--- config.mk ---
export PLATFORM = sky130hd
export DESIGN_NAME = regbank_flagpc
export DESIGN_NICKNAME = d
export VERILOG_FILES = /design/src/rtl/regbank_pkg.sv /design/src/rtl/gpr_array.sv /design/src/rtl/flag_reg.sv /design/src/rtl/pc_reg.sv /design/src/rtl/read_port.sv /design/src/rtl/regbank_flagpc.sv
export SDC_FILE = /design/constraint.sdc
export NUM_CORES = 1
export LEC_CHECK = 0
export ABC_AREA = 1
export BUFFER_PORTS_ARGS = -buffer_cell sky130_fd_sc_hd__buf_4
export CORE_ASPECT_RATIO = 0.75
export CORE_UTILIZATION = 40
export CTS_CLUSTER_SIZE = 12
export DETAILED_ROUTE_END_ITERATION = 12
export HOLD_SLACK_MARGIN = 0.12
export SYNTH_ARGS = -nofsm -noshare
export SYNTH_HDL_FRONTEND = slang
export SYNTH_SLANG_ARGS = --single-unit
--- constraint.sdc ---
create_clock -name clk -period 1.65 [get_ports clk]
set_input_delay 0.2475 -clock clk [delete_from_list [all_inputs] [get_ports clk]]
set_output_delay 0.2475 -clock clk [all_outputs]
set_load 0.01 [all_outputs]
--- src/rtl/regbank_pkg.sv ---
// Shared register codes and status bit layout for the register bank.
// Assumes 3-bit register codes; the code map is fixed by the instruction set.
package regbank_pkg;
    localparam int CODE_W = 3;
    localparam logic [CODE_W-1:0] CODE_ZERO  = 3'd0;
    localparam logic [CODE_W-1:0] CODE_FLAGS = 3'd5;
    localparam logic [CODE_W-1:0] CODE_HOLE  = 3'd6;
    localparam logic [CODE_W-1:0] CODE_PC    = 3'd7;
    localparam int FLAG_W = 4;

    // Packed so that z lands on bit 0 and v on bit 3.
    typedef struct packed {
        logic v;
        logic c;
        logic n;
        logic z;
    } flags_t;
endpackage

--- src/rtl/gpr_array.sv ---
// General-purpose registers occupying codes 1..NUM_GPR.
// Assumes NUM_GPR codes fit below the status code; writes to other codes are ignored.
module gpr_array
    import regbank_pkg::*;
#(
    parameter int DATA_W  = 16,
    parameter int NUM_GPR = 4
) (
    input  logic                           clk,
    input  logic                           rst_n,
    input  logic                           wr_en,
    input  logic [CODE_W-1:0]              wr_sel,
    input  logic [DATA_W-1:0]              wr_data,
    output logic [NUM_GPR-1:0][DATA_W-1:0] gpr_q
);
    for (genvar i = 0; i < NUM_GPR; i++) begin : g_reg
        localparam logic [CODE_W-1:0] MY_CODE = CODE_W'(i + 1);
        // Load this register when the write port addresses its code.
        always_ff @(posedge clk) begin
            if (!rst_n) begin
                gpr_q[i] <= '0;
            end else if (wr_en && wr_sel == MY_CODE) begin
                gpr_q[i] <= wr_data;
            end
        end
    end
endmodule

--- src/rtl/flag_reg.sv ---
// Status register loaded only from the dedicated ALU port under flag_en.
// Assumes the general write port never touches it.
module flag_reg
    import regbank_pkg::*;
(
    input  logic   clk,
    input  logic   rst_n,
    input  logic   flag_en,
    input  flags_t flag_d,
    output flags_t flag_q
);
    // Capture the ALU status when enabled, otherwise hold.
    always_ff @(posedge clk) begin
        if (!rst_n) begin
            flag_q <= '0;
        end else if (flag_en) begin
            flag_q <= flag_d;
        end
    end
endmodule

--- src/rtl/pc_reg.sv ---
// Program counter: loads a write to its code, otherwise advances by one.
// Assumes wrap-around at 2^PC_W.
module pc_reg
    import regbank_pkg::*;
#(
    parameter int PC_W = 16
) (
    input  logic              clk,
    input  logic              rst_n,
    input  logic              wr_en,
    input  logic [CODE_W-1:0] wr_sel,
    input  logic [PC_W-1:0]   wr_data,
    output logic [PC_W-1:0]   pc_q
);
    logic load_pc;
    logic [PC_W-1:0] pc_next;

    // Pick the explicit write or the sequential successor.
    always_comb begin
        load_pc = wr_en && (wr_sel == CODE_PC);
        pc_next = load_pc ? wr_data : pc_q + PC_W'(1);
    end

    // Advance the counter every cycle out of reset.
    always_ff @(posedge clk) begin
        if (!rst_n) begin
            pc_q <= '0;
        end else begin
            pc_q <= pc_next;
        end
    end
endmodule

--- src/rtl/read_port.sv ---
// Combinational selector from register code to value for one read port.
// Assumes reserved status bits and unused codes read as zero.
module read_port
    import regbank_pkg::*;
#(
    parameter int DATA_W  = 16,
    parameter int NUM_GPR = 4
) (
    input  logic [CODE_W-1:0]              sel,
    input  logic [NUM_GPR-1:0][DATA_W-1:0] gpr_q,
    input  flags_t                         flag_q,
    input  logic [DATA_W-1:0]              pc_q,
    output logic [DATA_W-1:0]              data
);
    localparam int PAD_W = DATA_W - FLAG_W;

    // Decode the code into its source; anything unmapped gives zero.
    always_comb begin
        data = '0;
        for (int i = 0; i < NUM_GPR; i++) begin
            if (sel == CODE_W'(i + 1)) begin
                data = gpr_q[i];
            end
        end
        if (sel == CODE_FLAGS) begin
            data = {{PAD_W{1'b0}}, flag_q};
        end
        if (sel == CODE_PC) begin
            data = pc_q;
        end
    end
endmodule

--- src/rtl/regbank_flagpc.sv ---
// Register bank top: zero code, general registers, status word and program
// counter behind three read ports and one write port.
// Assumes the sequencer drives one write per cycle; the pc advances each cycle.
module regbank_flagpc
    import regbank_pkg::*;
#(
    parameter int DATA_W  = 16,
    parameter int NUM_GPR = 4
) (
    input  logic              clk,
    input  logic              rst_n,
    input  logic [2:0]        sel_a,
    output logic [DATA_W-1:0] data_a,
    input  logic [2:0]        sel_b,
    output logic [DATA_W-1:0] data_b,
    input  logic [2:0]        sel_d,
    output logic [DATA_W-1:0] data_d,
    input  logic              wr_en,
    input  logic [2:0]        wr_sel,
    input  logic [DATA_W-1:0] wr_data,
    input  logic              flag_en,
    input  logic [3:0]        flag_in,
    output logic [DATA_W-1:0] pc_out,
    output logic              z_flag
);
    localparam int NUM_RD = 3;

    logic [NUM_GPR-1:0][DATA_W-1:0] gpr_q;
    flags_t                         flag_q;
    logic [DATA_W-1:0]              pc_q;
    logic [NUM_RD-1:0][CODE_W-1:0]  rd_sel;
    logic [NUM_RD-1:0][DATA_W-1:0]  rd_data;

    // Gather the read selects into one vector.
    always_comb begin
        rd_sel[0] = sel_a;
        rd_sel[1] = sel_b;
        rd_sel[2] = sel_d;
    end

    gpr_array #(.DATA_W(DATA_W), .NUM_GPR(NUM_GPR)) u_gpr (
        .clk     (clk),
        .rst_n   (rst_n),
        .wr_en   (wr_en),
        .wr_sel  (wr_sel),
        .wr_data (wr_data),
        .gpr_q   (gpr_q)
    );

    flag_reg u_flags (
        .clk     (clk),
        .rst_n   (rst_n),
        .flag_en (flag_en),
        .flag_d  (flags_t'(flag_in)),
        .flag_q  (flag_q)
    );

    pc_reg #(.PC_W(DATA_W)) u_pc (
        .clk     (clk),
        .rst_n   (rst_n),
        .wr_en   (wr_en),
        .wr_sel  (wr_sel),
        .wr_data (wr_data),
        .pc_q    (pc_q)
    );

    for (genvar p = 0; p < NUM_RD; p++) begin : g_rd
        read_port #(.DATA_W(DATA_W), .NUM_GPR(NUM_GPR)) u_rd (
            .sel    (rd_sel[p]),
            .gpr_q  (gpr_q),
            .flag_q (flag_q),
            .pc_q   (pc_q),
            .data   (rd_data[p])
        );
    end

    // Drive the outward-facing values.
    always_comb begin
        data_a = rd_data[0];
        data_b = rd_data[1];
        data_d = rd_data[2];
        pc_out = pc_q;
        z_flag = flag_q.z;
    end
endmodule

==> results of run 1 <==
cell type report:
| type | count | area (um^2) |
|---|---|---|
| fill | 1195 | 5019 |
| inverter | 86 | 346.6 |
| clock buffer | 13 | 280.3 |
| sequential | 84 | 1695 |
| tap | 166 | 207.7 |
| clock inverter | 3 | 26.28 |
| multi-input combinational | 665 | 3376 |
| timing repair buffer | 175 | 1618 |
routing by layer:
metal	up-vias	GRT usage, %	wire [um]
li1	3168	-	-
met1	2989	49.32	10900
met2	349	42.90	8787
met3	38	8.408	2368
met4	0	6.396	400
met5	-	0	0
placed cells by master, fill, tap and decap left out, types with 4 or more instances in the layout:
master       n
a21oi_1     44
buf_12      15
buf_4      141
buf_6       15
clkbuf_16   12
clkbuf_8     4
dfxtp_1     73
dfxtp_2     11
inv_1       64
inv_2       14
inv_6        5
nand2_1    210
nand2_2     12
nand3_1     26
nand3_2     14
nand4_1     25
nor2_1     113
nor2_2       7
nor2_4       6
nor3_1       4
o21ai_0    102
o21ai_1     50
o21ai_2     23
power groups by stage:
| stage | logic, W | clock network [W] | registers, W |
|---|---|---|---|
| after floorplan | 0.000514 | 0 | 0.00222 |
| after global placement | 0.00110 | 0 | 0.00223 |
| after detailed placement | 0.00109 | 0 | 0.00223 |
| after CTS | 0.00112 | 0.00209 | 0.00219 |
| after global routing | 0.00137 | 0.00217 | 0.00221 |
| final | 0.00128 | 0.00207 | 0.00220 |
through the flow:
step / total power (W) / hold slack, ps / std cells
floorplan: 0.002736 / 382.4 / 875
global placement: 0.003332 / 474.5 / 1164
detailed placement: 0.003327 / 482.1 / 1164
CTS: 0.005397 / 131.1 / 1182
global route: 0.005741 / 152.8 / 1192
finish: 0.005554 / 128.6 / 1192
kinds of logic after synthesis:
group | count (synthesis) | synth area share, %
flip-flops | 84 | 31.80
XOR/XNOR | 5 | 0.8282
AO/OA/AOI/OAI | 228 | 21.93
adder cells (fa/ha/maj) | 1 | 0.2365
buffers and inverters | 127 | 10.34
AND/OR/NAND/NOR | 430 | 34.87
timing repair:
| action | 4_1_cts | 5_1_grt |
|---|---|---|
| pin swaps | 4 | 37 |
| buffers inserted | 1 | 6 |
| cloned | 1 | 4 |
| endpoints found under the setup margin | 34 | 47 |
| resized for setup | 31 | 140 |
state kept, by name, summed over array words and instances (netlist names):
register,flops
u_pc.pc_q,16
u_gpr.gpr_q,64
u_flags.flag_q,4
how the worst max path moves through the flow:
stage	startpoint	end	slack, ps	cells past startpoint
finish	sel_d[1]	data_d[7]	-20	9
global route	sel_d[1]	data_d[8]	-50	10
CTS	sel_a[0]	data_a[9]	1	10
detailed placement	sel_a[1]	data_a[5]	-90	7
global placement	sel_d[1]	data_d[6]	-90	9
floorplan	u_pc.pc_q[0]	u_pc.pc_q[10]	220	8
worst max-delay path, stage by stage:
cell and delay, ps:
buf_8 80, inv_6 40, nor2_4 180, nand2_4 100, buf_12 160, o21ai_1 170
nor2_1 90, o21ai_2 180, buf_4 150
==> run summary, run 1 <==
Initial antenna violation count: 0
PD cells: 735.7 mW/mm^2
Gp weighted congestion: 1.008
CTS tree: yes
Synth async-reset ratio: 0%
Crit Path Category: input port to output pin
All-Layer GR Usage: 31.84%
Area delta synth->final: 42.75%
Fin Clk Skew: 7.686 ps
Final Setup Violations: 6
RSZ-0062 raised after global routing: true
Most frequent cell after synthesis: nand2_1
Iter 0 DRT Violations: 786
Cell Area, Synth: 0.005289 mm^2
Htree depth: 3
Clock Sinks: 84
Mean cell area of the mapped netlist: 6.044 um^2
Placed Area: 0.006656 mm^2
Total Wirelength: 22,460 um
Slew headroom: 72.34%
Tcrit/Tclk final: 101.1%
VDD IR max: 585.7 uV
Part of the power in registers: 39.6%
# hold bufs at CTS: 0
Layout cells sized above 1: 29.14%
FF-to-FF End: u_pc.pc_q[10]
Clock power frac: 37.3%
P_int: 0.003857 W
Psw: 0.001697 W
Syn Inst Count: 875
Post-synth EDFFs: 0
R2R setup slack: 190 ps
Worst Hold End: u_flags.flag_q[1]
Main flop type after synthesis: dfxtp_1
Leading area contributor after synthesis: dfxtp_1
Layout Nets: 1,058
Antenna Nets Post-Route: 0
Reg2reg start: u_pc.pc_q[1]
Port Buffer Count: 100
# Max-Cap Violations: 0
Hold path cells: 3
Area of the die: 0.01369 mm^2
Final Hold Vio Count: 0
Clk slew on worst S/H paths: 70 ps
Commonest cells in the netlist: 221 x nand2_1, 154 x o21ai_0, 118 x nor2_1, 84 x dfxtp_1, 76 x inv_1
CTS buffer count: 9
Post-layout util: 60.07%
DR vias/cell: 5.490
CTS root buffer: clkbuf_16
Clock Path Buffers: 2
Setup TNS Final: -54.64 ps
Max Freq: 599.3 MHz
Critical Path Fanout Max: 10
Placement Rows: 35
CORE AREA: 0.01257 mm^2
Final non-filler cell area: 0.007550 mm^2
CP required: 1400 ps
Tmin final: 1669 ps
Final Slew Violations: 0
Status: finished with violations
Ant diodes: 0
I/O Pins: 101
Clock latency on the worst-skew pair: 340 ps
Synth area leaders: dfxtp_1 32%, nand2_1 16%, o21ai_0 15%
Final worst setup slack: -18.67 ps
Syn_nets: 912
DPL Wire Length: 16,150 um
Total grt overflow: 0
Post-synthesis sequential area ratio: 31.80%
Sw frac: 30.56%
Vias in the first global route: 5,592
Die Ht: 101.6 um
Largest net degree at the start of global routing: 74
Share of the synthesized area in the top cell type: 31.80%
Via Count: 6,544
Worst Hold Class: input port to register
Synth cell types: 32
Element type at the critical path end: output pin
Worst r2r path cells: 8
Worst slew pin tran: 414.4 ps
Leak: 3.350 nW
First-pass GRT wire length: 32,720 um
Hold_sp: flag_in[1]
Synthesis Warnings: 0
Pre-CTS WS: -94.30 ps
Logic pwr share: 23.1%
Worst setup SP type: input port
Violated checks: negative setup slack
Die Width: 134.8 um
Initial Util: 42.08%
Critical path data arrival time: 1420 ps
Residual DRC: 0
DRT Pass-1 Iters: 5
Post-synthesis register bit count: 84
Wire length per cell: 18.84 um
No activity file was read; power rests on OpenSTA's default activity.
==> run 2, diff against run 1 <==
Settings changed: GPL_TIMING_DRIVEN set to 0, PLACE_DENSITY set to 0.59, SYNTH_HIERARCHICAL set to 1.
==> run summary, run 2 <==
Share of the synthesized area in the top cell type: 24.17%
Post-synthesis simple-gate area fraction: 55.58%
Clk slew on worst S/H paths: 70 ps
Critical path data arrival time: 1360 ps
Biggest regs: u_gpr/gpr_q x64, u_pc/pc_q x16, u_flags/flag_q x4
Worst setup SP type: input port
Initial Util: 41.10%
Placement Rows: 41
Leading area contributor after synthesis: dfxtp_1
Syn Inst Count: 1,235
Critical Path Fanout Max: 10
Commonest cells in the netlist: 414 x nand2_1, 169 x nor2_1, 159 x nand3_1, 112 x inv_1, 84 x dfxtp_1
Largest Register: u_gpr/gpr_q
CTS tree: yes
VDD IR max: 430.9 uV
CP Launch Point: sel_a[1]
PD cells: 666.0 mW/mm^2
Vias in the first global route: 6,882
Clock Sinks: 84
Most frequent cell after synthesis: nand2_1
Multiplexer share of the synthesized area: 0%
I/O Pins: 101
Status: finished, final reports clean
Via Count: 8,110
Element type at the critical path end: output pin
R2R setup slack: 120 ps
Critical Path End: data_a[14]
Syn_nets: 1,272
Crit Path Category: input port to output pin
Total Wirelength: 26,390 um
Synth cell types: 25
Largest net degree at the start of global routing: 16
Clock Path Buffers: 2
Max reg flops: 64
CP required: 1400 ps
Post-synth EDFFs: 0
CTS buffer count: 9
Post-synthesis register bit count: 84
Post-synthesis adder-cell area fraction: 0.1798%
Area of the die: 0.01793 mm^2
CTS root buffer: clkbuf_16
All-Layer GR Usage: 29.79%
Iter 0 DRT Violations: 799
FF-to-FF End: u_pc/pc_q[14]
Htree depth: 3
Most common cell after layout, fill and taps aside: nand2_1
Die Ht: 116.2 um
Tcrit/Tclk final: 97.68%
Max Freq: 620.4 MHz
Area delta synth->final: 23.38%
CORE AREA: 0.01693 mm^2
First-pass GRT wire length: 40,030 um
Ant diodes: 0
Total grt overflow: 0
Worst slew pin tran: 748.6 ps
Cell Area, Synth: 0.006958 mm^2
Port Buffer Count: 96
DPL Wire Length: 21,090 um
RSZ-0062 raised after global routing: true
Slew headroom: 50.09%
Worst Hold Class: input port to register
Main flop type after synthesis: dfxtp_1
# Max-Cap Violations: 0
Final Slew Violations: 0
Fin Clk Skew: 5.957 ps
Layout cells sized above 1: 22.30%
Post-synthesis sequential area ratio: 24.17%
Layout Nets: 1,391
Synth Area in Compound Gates: 4.244%
Most frequent cells in the layout: 413 x nand2_1, 169 x nor2_1, 158 x nand3_1
Final Setup Violations: 0
Initial antenna violation count: 0
Leak: 4.470 nW
Clock latency on the worst-skew pair: 360 ps
Largest family of logic cells by synthesized area: simple AND/OR/NAND/NOR gates
Post-layout util: 50.71%
Synth area leaders: dfxtp_1 24%, nand2_1 22%, nand3_1 11%
Synth Area in XOR/XNOR: 0.8811%
Reg2reg start: u_pc/pc_q[1]
Synthesis Warnings: 6
Mean cell area of the mapped netlist: 5.634 um^2
Tmin final: 1612 ps
Worst r2r path cells: 8
Gp weighted congestion: 0.9595
Final Hold Vio Count: 0
DR vias/cell: 5.152
Wire length per cell: 16.76 um
DRT Pass-1 Iters: 5
Synth async-reset ratio: 0%
Residual DRC: 0
Total Power: 0.005717 W
Antenna Nets Post-Route: 0
Die Width: 154.3 um
==> run 2: cell count changes after synthesis, sizes merged, moves of 3 or more <==
cell	delta
a21oi	-14
buf	+46
clkbuf	-14
inv	+57
nand2	+204
nand3	+118
nand4	+26
nor2	+69
nor3	-7
o21ai	-147
o22ai	-3
or2	+31
==> run 2: timing repair <==
action                                  CTS  global route
resized for setup                         8            77
endpoints found under the hold margin     1             0
pin swaps                                 3             8
hold buffers                              1             0
endpoints found under the setup margin   27            51
cloned                                    0             1
setup buffers                             2             8
==> run 2: how the worst min path moves through the flow <==
stage	from	to	slack (ps)	cells past startpoint
final	flag_en	u_flags/flag_q[2]	140	3
after global placement	u_gpr/gpr_q[59]	u_gpr/gpr_q[59]	490	2
after CTS	flag_en	u_flags/flag_q[2]	140	3
after floorplan	rst_n	u_flags/flag_q[0]	370	2
after global routing	flag_en	u_flags/flag_q[1]	160	3
after detailed placement	wr_data[1]	u_pc/pc_q[1]	490	3
==> run 2: worst max-delay path, cell delays in order <==
cell	delay [ps]
buf_4	120
buf_8	140
nand2_2	70
nor2_4	110
inv_2	60
buf_6	140
o21ai_2	130
nand3_1	150
buf_4	180
==> run 2: layer usage <==
metal	vias to the layer above	track usage (%)	share of wire (%)
met2	345	44.42	41
met1	3640	43.98	49
met3	36	4.564	7.7
met4	0	8.845	2.6
li1	4089	-	-
met5	-	0	0
==> run 2: per-stage QoR <==
step                      cell area (um^2)  setup WS, ps  TNS, ps  hold WS [ps]  instances
after detailed placement              7948        -113.0    -1244         489.8       1546
after global placement                7948        -122.7    -1166         492.8       1546
after global routing                  8584        -9.554   -10.76         159.6       1574
final                                 8584         38.26        0         141.8       1574
after floorplan                       6958         286.7        0         367.9       1235
after CTS                             8305         1.661        0         139.3       1565
==> run 2: kinds of logic after synthesis <==
| logic type | Yosys count |
|---|---|
| fa+ha+maj | 1 |
| compound gates | 59 |
| flops | 84 |
| buf+inv | 214 |
| simple gates | 870 |
| xor+xnor | 7 |
==> run 2: where the power goes <==
part	internal [W]	leakage [nW]	total, W	switching (W)
sequential	0.00211	0.700	0.00224	0.000128
combinational	0.000542	3.62	0.00138	0.000842
clock	0.00118	0.146	0.00209	0.000911
==> run 2: cell type report <==
cell class                 count  area [um^2]
buffer                        73        611.8
clock buffer                   9        225.2
clock inverter                 7        73.82
fill                        1828         8344
inverter                     141        529.3
multi-input combinational    937         4305
sequential                    84         1727
tap                          215        269.0
timing repair buffer         108        843.3
